### src/rtl/react_pkg.sv
package react_pkg;

    localparam int N_IN    = 4;
    localparam int N_OUT   = 3;
    localparam int ST_W    = 2;
    localparam int N_RULE  = 8;
    localparam int IDX_W   = $clog2(N_RULE);
    localparam int ADD_W   = 8;

    typedef enum logic [2:0] {
        PH_BOOT,
        PH_IDLE,
        PH_DETECT,
        PH_XFER,
        PH_EMIT
    } phase_e;

    localparam logic [ST_W-1:0] ST_INIT = 2'd0;
    localparam logic [ST_W-1:0] ST_RUN  = 2'd1;
    localparam logic [ST_W-1:0] ST_HOLD = 2'd2;
    localparam logic [ST_W-1:0] ST_LAST = 2'd3;

    typedef struct packed {
        logic [ST_W-1:0]  src;
        logic [N_IN-1:0]  need;
        logic [ST_W-1:0]  dst;
        logic [N_OUT-1:0] emit;
        logic [ADD_W-1:0] addend;
    } rule_t;

    // Lower index means higher priority.
    function automatic rule_t get_rule(input int idx);
        rule_t r;
        case (idx)
            0:       r = '{ST_INIT, 4'b0001, ST_RUN,  3'b001, 8'd0};
            1:       r = '{ST_RUN,  4'b0110, ST_LAST, 3'b110, 8'd2};
            2:       r = '{ST_RUN,  4'b0010, ST_HOLD, 3'b010, 8'd1};
            3:       r = '{ST_RUN,  4'b0001, ST_RUN,  3'b000, 8'd0};
            4:       r = '{ST_HOLD, 4'b0100, ST_INIT, 3'b100, 8'd3};
            5:       r = '{ST_HOLD, 4'b1000, ST_LAST, 3'b011, 8'd4};
            6:       r = '{ST_LAST, 4'b1000, ST_INIT, 3'b111, 8'd5};
            default: r = '{ST_LAST, 4'b0001, ST_LAST, 3'b000, 8'd0};
        endcase
        return r;
    endfunction

endpackage

### src/rtl/react_rule_match.sv
module react_rule_match
    import react_pkg::*;
(
    input  logic [ST_W-1:0]   cur_state,
    input  logic [N_IN-1:0]   ev_snap,
    output logic [N_RULE-1:0] rule_hit
);
    logic stimulus;
    assign stimulus = |ev_snap;

    for (genvar i = 0; i < N_RULE; i++) begin : g_rule
        localparam rule_t RULE = get_rule(i);
        assign rule_hit[i] = stimulus
                           && (cur_state == RULE.src)
                           && ((ev_snap & RULE.need) == RULE.need);
    end
endmodule

### src/rtl/react_prio_pick.sv
module react_prio_pick
    import react_pkg::*;
(
    input  logic [N_RULE-1:0] rule_hit,
    output logic              any_hit,
    output logic [IDX_W-1:0]  win_idx
);
    always_comb begin
        any_hit = 1'b0;
        win_idx = '0;
        for (int i = N_RULE - 1; i >= 0; i--) begin
            if (rule_hit[i]) begin
                any_hit = 1'b1;
                win_idx = IDX_W'(i);
            end
        end
    end
endmodule

### src/rtl/react_fsm_ctrl.sv
module react_fsm_ctrl
    import react_pkg::*;
#(
    parameter int DATA_W = 8
) (
    input  logic              clk,
    input  logic              rst,
    input  logic              sched_grant,
    output logic              sched_done,
    input  logic [N_IN-1:0]   snap_ev,
    input  logic [DATA_W-1:0] snap_data,
    output logic [N_IN-1:0]   ev_consume,
    output logic [N_OUT-1:0]  emit_ev,
    output logic [DATA_W-1:0] emit_data
);
    phase_e              phase_q;
    logic [ST_W-1:0]     state_q;
    logic [N_IN-1:0]     snap_ev_q;
    logic [DATA_W-1:0]   snap_data_q;
    logic                hit_q;
    logic [IDX_W-1:0]    idx_q;

    logic [N_RULE-1:0]   rule_hit;
    logic                hit_c;
    logic [IDX_W-1:0]    idx_c;
    rule_t               sel;

    logic [N_IN-1:0]     consume_q;
    logic [N_OUT-1:0]    emit_q;
    logic [DATA_W-1:0]   data_q;
    logic                done_q;

    react_rule_match u_match (
        .cur_state (state_q),
        .ev_snap   (snap_ev_q),
        .rule_hit  (rule_hit)
    );

    react_prio_pick u_pick (
        .rule_hit (rule_hit),
        .any_hit  (hit_c),
        .win_idx  (idx_c)
    );

    always_comb sel = get_rule(int'(idx_q));

    // Phase sequencer and machine state
    always_ff @(posedge clk) begin
        if (rst) begin
            phase_q     <= PH_BOOT;
            state_q     <= ST_INIT;
            snap_ev_q   <= '0;
            snap_data_q <= '0;
            hit_q       <= 1'b0;
            idx_q       <= '0;
        end else begin
            unique case (phase_q)
                PH_BOOT: begin
                    state_q <= ST_INIT;
                    hit_q   <= 1'b0;
                    phase_q <= PH_EMIT;
                end
                PH_IDLE: begin
                    if (sched_grant) begin
                        snap_ev_q   <= snap_ev;
                        snap_data_q <= snap_data;
                        phase_q     <= PH_DETECT;
                    end
                end
                PH_DETECT: begin
                    hit_q   <= hit_c;
                    idx_q   <= idx_c;
                    phase_q <= PH_XFER;
                end
                PH_XFER: begin
                    if (hit_q) state_q <= sel.dst;
                    phase_q <= PH_EMIT;
                end
                PH_EMIT: begin
                    phase_q <= PH_IDLE;
                end
                default: phase_q <= PH_IDLE;
            endcase
        end
    end

    // Output process: data is written one phase ahead of its events
    always_ff @(posedge clk) begin
        if (rst) begin
            consume_q <= '0;
            emit_q    <= '0;
            data_q    <= '0;
            done_q    <= 1'b0;
        end else begin
            done_q    <= (phase_q == PH_EMIT);
            emit_q    <= (phase_q == PH_EMIT && hit_q) ? sel.emit : '0;
            consume_q <= (phase_q == PH_XFER && hit_q) ? snap_ev_q : '0;
            if (phase_q == PH_XFER && hit_q && (|sel.emit))
                data_q <= snap_data_q + DATA_W'(sel.addend);
        end
    end

    assign sched_done = done_q;
    assign ev_consume = consume_q;
    assign emit_ev    = emit_q;
    assign emit_data  = data_q;

endmodule

### config.mk
export PLATFORM = sky130hd
export DESIGN_NAME = react_fsm_ctrl
export DESIGN_NICKNAME = d
export VERILOG_FILES = /design/src/rtl/react_pkg.sv /design/src/rtl/react_rule_match.sv /design/src/rtl/react_prio_pick.sv /design/src/rtl/react_fsm_ctrl.sv
export SDC_FILE = /design/constraint.sdc
export NUM_CORES = 1
export LEC_CHECK = 0
export BUFFER_PORTS_ARGS = -buffer_cell sky130_fd_sc_hd__buf_2
export CORE_MARGIN = 4
export CORE_UTILIZATION = 58
export DETAILED_ROUTE_END_ITERATION = 16
export PLACE_DENSITY = 0.89
export SYNTH_ARGS = -nofsm -noshare
export SYNTH_HDL_FRONTEND = slang
export SYNTH_SLANG_ARGS = --single-unit
export TNS_END_PERCENT = 5
### constraint.sdc
create_clock -name clk -period 4.61 [get_ports clk]
set_input_delay 0.2305 -clock clk [delete_from_list [all_inputs] [get_ports clk]]
set_output_delay 0.2305 -clock clk [all_outputs]
set_load 0.02 [all_outputs]
# Word-level counts from Yosys, hierarchy flattened
# Index checks and enable logic that the tools add are counted.
[totals]
regBits = 37
[classes]
n_addsub = 1
n_eq_ne = 16
mux = 22
bitwise = 2
reduce_logical = 27
[op_table]
columns = ["op", "count"]
rows = [
  ["$pmux W13 S7", 1],
  ["$mux W3", 9],
  ["$logic_and A1 B1 Y1", 15],
  ["$eq A3 B2 Y1 const B", 4],
  ["$eq A3 B3 Y1 const B", 4],
  ["$pmux W3 S3", 1],
  ["$add A8 B8 Y8", 1],
  ["$mux W1", 8],
  ["$eq A2 B2 Y1 const B", 3],
  ["$eq A3 B1 Y1 const B", 2],
  ["$logic_not A3 Y1", 2],
  ["$reduce_or A2 Y1", 3],
  ["$ne A2 B2 Y1 const B", 2],
  ["$pmux W2 S2", 1],
  ["$reduce_and A2 Y1", 2],
  ["$reduce_bool A2 Y1", 2],
  ["$reduce_or A4 Y1", 1],
  ["$reduce_or A3 Y1", 1],
  ["$eq A2 B1 Y1 const B", 1],
  ["$logic_not A2 Y1", 1],
  ["$mux W2", 1],
  ["$not A1 Y1", 2],
  ["$pmux W1 S2", 1],
]

# Depth between registers and ports, before layout
[logic_depth]
depth_word = 12
depth_mapped = 8
ltp_nobuf = 7

# Modules after synthesis
# From an unflattened synthesis, not the netlist that was laid out.
[unflattened]
hier_cells = 196
area_unflattened_um2 = 1712.9
[by_module_without_submodules]
columns = ["module", "instances", "cells_each", "area_each_um2", "seq_area_each_um2"]
rows = [
  ["react_fsm_ctrl", 1, 175, 1565.3, 740.7],
  ["react_prio_pick", 1, 13, 80.1, 0.0],
  ["react_rule_match", 1, 8, 67.6, 0.0],
]

# Least setup slack after synthesis
# No wires, ideal clock.
[synth_timing]
kind = "register -> register"
startpoint = "register idx_q[0]"
endpoint = "register data_q[6] (netlist: emit_data[6])"
setup_ns = 0.086
arrival_time_ns = 1.820
t_required_ns = 4.524
path_slack_ns = 2.705
path_stages_with_launch = 9
synth_period_minus_slack_ns = 1.905
cell_sequence = "dfxtp_1 -> buf_2 -> o21ba_2 -> ha_1 -> fa_1 -> a21o_1 -> nand4_1 -> xor2_1 -> a211oi_1"
[synth_via]
elab_chain_cells = 4
[synth_rtl]
columns = ["element", "line", "source"]
rows = [
  ["start, declared", "react_fsm_ctrl.sv:21", "logic [IDX_W-1:0] idx_q;"],
  ["start signal, assigned", "react_fsm_ctrl.sv:72", "idx_q <= idx_c;"],
  ["$eq A3 B3 Y1, or another cell as far along", "react_pkg.sv:34", "case (idx)"],
  ["$pmux W13 S7 (*)", "react_pkg.sv:34", ""],
  ["branches (longest 2 deep; another with $add A8 B8 Y8)", "n/a", ""],
  ["end signal, assigned", "react_fsm_ctrl.sv:99", "data_q <= snap_data_q + DATA_W'(sel.addend);"],
  ["end, declared", "react_fsm_ctrl.sv:30", "logic [DATA_W-1:0] data_q;"],
]
# Mark *: on every way between the ends.
# A chain may end at the register's enable or synchronous reset.

# Worst setup path after layout
# Ends and elaborated chain as after synthesis.

==> impl_metrics.json <==
{
  "drv_cap": 0,
  "synthesis.area_um2": 1720,
  "p_sw_w": 0.000139,
  "skew_ns": 0.00869,
  "synthXorXnorAreaFrac_pct": 4.08,
  "drive_gt1_share_pct": 19.5,
  "synth_mux_area_share_pct": 2.33,
  "stdcell_count": 257,
  "avgViaCountPerCell": 5.49,
  "filler_cell_count": 250,
  "synth_compound_area_share_pct": 17.3,
  "grt_usage_pct": 18.0,
  "gp_congestion": 0.826,
  "clockPowerShare_pct": 30.6,
  "syn_nets": 221,
  "worst_ep_arrival_time_ns": 2.35,
  "coreArea_um2": 2780,
  "insertion_delay_ns": 0.34,
  "antenna_found_initial": 0,
  "cts_resized": 0,
  "report.final.slew_viol_count": 0,
  "vias": 1412,
  "cp_data_required_time_ns": 4.82,
  "drcViolationCount": 0,
  "cts.clk_slew.worst_paths_ns": 0.11,
  "status": "completed",
  "synth_flop_cell": "dfxtp_1",
  "seqPwrFrac_pct": 61.2,
  "routedWlPerCell_um": 12.9,
  "synth-simple-area-share_pct": 24.9,
  "worst_pin_slew_ns": 0.706,
  "critPathBufInv": 0,
  "ctsRootBufferMaster": "clkbuf_4",
  "combPwrFrac_pct": 8.2,
  "fin_tns_setup_ns": 0,
  "power_per_cell_area_nw_per_um2": 296,
  "whs_ns": 0.124,
  "clkSinkCount": 37,
  "synth-adder-area-share_pct": 3.35,
  "most-common-layout-cells": "dfxtp_1, nand2_1, buf_2, nor2_1, a21oi_1",
  "slowest_stage": "dfxtp_1",
  "nNetsFinal": 245,
  "grt_overflow": 0,
  "max_freq_ghz": 0.466,
  "path_class": "flip-flop to flip-flop",
  "rsz0062_at_grt": "false",
  "finalCriticalPeriod_ns": 2.15,
  "synth-seq-area-share_pct": 43.1,
  "final_common_cell": "dfxtp_1",
  "numCtsBuffers": 5,
  "hold_class": "primary input to flip-flop",
  "setup_viol": 0,
  "synth_top_family_by_area": "simple AND/OR/NAND/NOR gates",
  "die_w_um": 62.4,
  "ys_ff_latch": 37,
  "place_inst": 250,
  "critPathLaunchType": "flip-flop",
  "post_cts_buffers": 0,
  "synthCells": 202,
  "yosys_warnings": 0,
  "cts_tree": "done",
  "grt_pass1_wl_mm": 5.75,
  "synthToLayoutAreaGrowth_pct": 9.91,
  "cts.path.max_buffers": 2,
  "fin_crit_sh_pct": 46.5,
  "start_util_pct": 61.7,
  "cp-end-kind": "flip-flop",
  "regArea_um2": 741,
  "hold_violations": 0,
  "switching_share_pct": 24.9,
  "drt_pass1_iterations": 4,
  "ioPinCount": 31,
  "max_stage_delay_ns": 0.59,
  "drtAntennaViolNets": 0,
  "worstPathMaxFanout": 9,
  "cp_cell_sequence": "o21ba_2 -> ha_1 -> fa_1 -> a21o_1 -> nand4_1 -> xor2_1 -> a211oi_1",
  "max_slew_margin_pct": 52.8,
  "fp.dieH_um": 62.4,
  "grt_start_max_net_pins": 32,
  "vdd_drop_max_v": 0.000246,
  "grt_pass1_vias": 1215,
  "portBuffers": 30,
  "dp_hpwl_mm": 2.33,
  "p_leak_nw": 0.776,
  "cp_top_family": "adder cells",
  "multi_input_area_um2": 891,
  "dr.first_iter.drc_count": 63,
  "synth-async-reset-ratio_pct": 0,
  "row_count": 19,
  "avgSynthCellArea_um2": 8.50,
  "diodes": 0,
  "synth_edf_count": 0,
  "totalWireLength_mm": 3.31,
  "post_synth_num_cell_types": 41,
  "htreeDepth": 2,
  "holdBufCountCts": 0,
  "intPower_w": 0.000420,
  "fp.dieArea_um2": 3890
}
kinds of logic after synthesis:
group / count (synthesis)
and+or+nand+nor: 89
AOI/OAI and AO/OA: 44
DFF: 37
buffers and inverters: 16
xor gates and xnor gates: 8
muxes: 4
adders and majority gates: 4
worst register-to-register path, cell delays in order (launching register included):
cell      delay [ns]
dfxtp_1         0.59
o21ba_2         0.23
ha_1            0.22
fa_1            0.40
a21o_1          0.21
nand4_1         0.11
xor2_1          0.18
a211oi_1        0.09
stage by stage:
stage	total power, W	utilization (%)	area (µm²)	setup WS, ns
2_1_floorplan	0.000382	-	1720	2.70
3_3_place_gp	0.000393	65.9	1830	2.58
3_5_place_dp	0.000394	65.9	1830	2.50
4_1_cts	0.000563	67.8	1890	2.47
5_1_grt	0.000588	67.8	1890	2.34
6_report	0.000559	67.8	1890	2.46
Yosys cell counts (4+ instances only):
cell type / number / area [µm²]
and2_1: 4 / 25.0
buf_2: 5 / 25.0
nand2_1: 36 / 135
nor2b_1: 4 / 25.0
dfxtp_1: 37 / 741
nor2_1: 23 / 86.3
a211oi_1: 4 / 30.0
xnor2_1: 5 / 43.8
a21oi_1: 21 / 105
nor3_1: 6 / 30.0
mux2i_1: 4 / 40.0
clkbuf_1: 4 / 15.0
power groups by stage:
| stage | Clock (W) | Combinational, W | Sequential, W |
|---|---|---|---|
| finish | 0.000171 | 0.0000459 | 0.000342 |
| floorplan | 0 | 0.0000417 | 0.000341 |
| global route | 0.000193 | 0.0000522 | 0.000344 |
| global placement | 0 | 0.0000441 | 0.000349 |
| detailed placement | 0 | 0.0000451 | 0.000349 |
| CTS | 0.000175 | 0.0000458 | 0.000342 |
worst paths after layout:
kind / startpoint / endpoint / slack (ns) / depth (start not counted)
worst min-delay path: snap_data[0] / snap_data_q[0] / 0.12 / 3
worst max-delay path: idx_q[0] / emit_data[6] / 2.46 / 7
worst max register to register: idx_q[0] / emit_data[6] / 2.46 / 7
worst min register to register: snap_data_q[7] / snap_data_q[7] / 0.48 / 2
state kept, by name, summed over array words and instances, names as in the netlist:
signal	count
phase_q	3
sched_done	1
snap_data_q	8
emit_data	8
hit_q	1
snap_ev_q	4
idx_q	3
state_q	2
ev_consume	4
emit_ev	3
metal layers:
metal | vias up | part of all wire (%) | global-route usage, %
li1 | 738 | - | -
met2 | 46 | 44 | 26.0
met5 | - | 0 | 0
met4 | 0 | 1.4 | 6.37
met1 | 623 | 49 | 25.6
met3 | 5 | 5.8 | 5.04
final cells by class:
type / count / area share [%]
Clock buffer: 7 / 2.92
Inverter: 3 / 0.597
Multi-Input combinational cell: 149 / 47.2
Sequential cell: 37 / 39.3
Tap cell: 31 / 2.06
Timing Repair Buffer: 30 / 7.96
(Power assumes the default switching activity.)
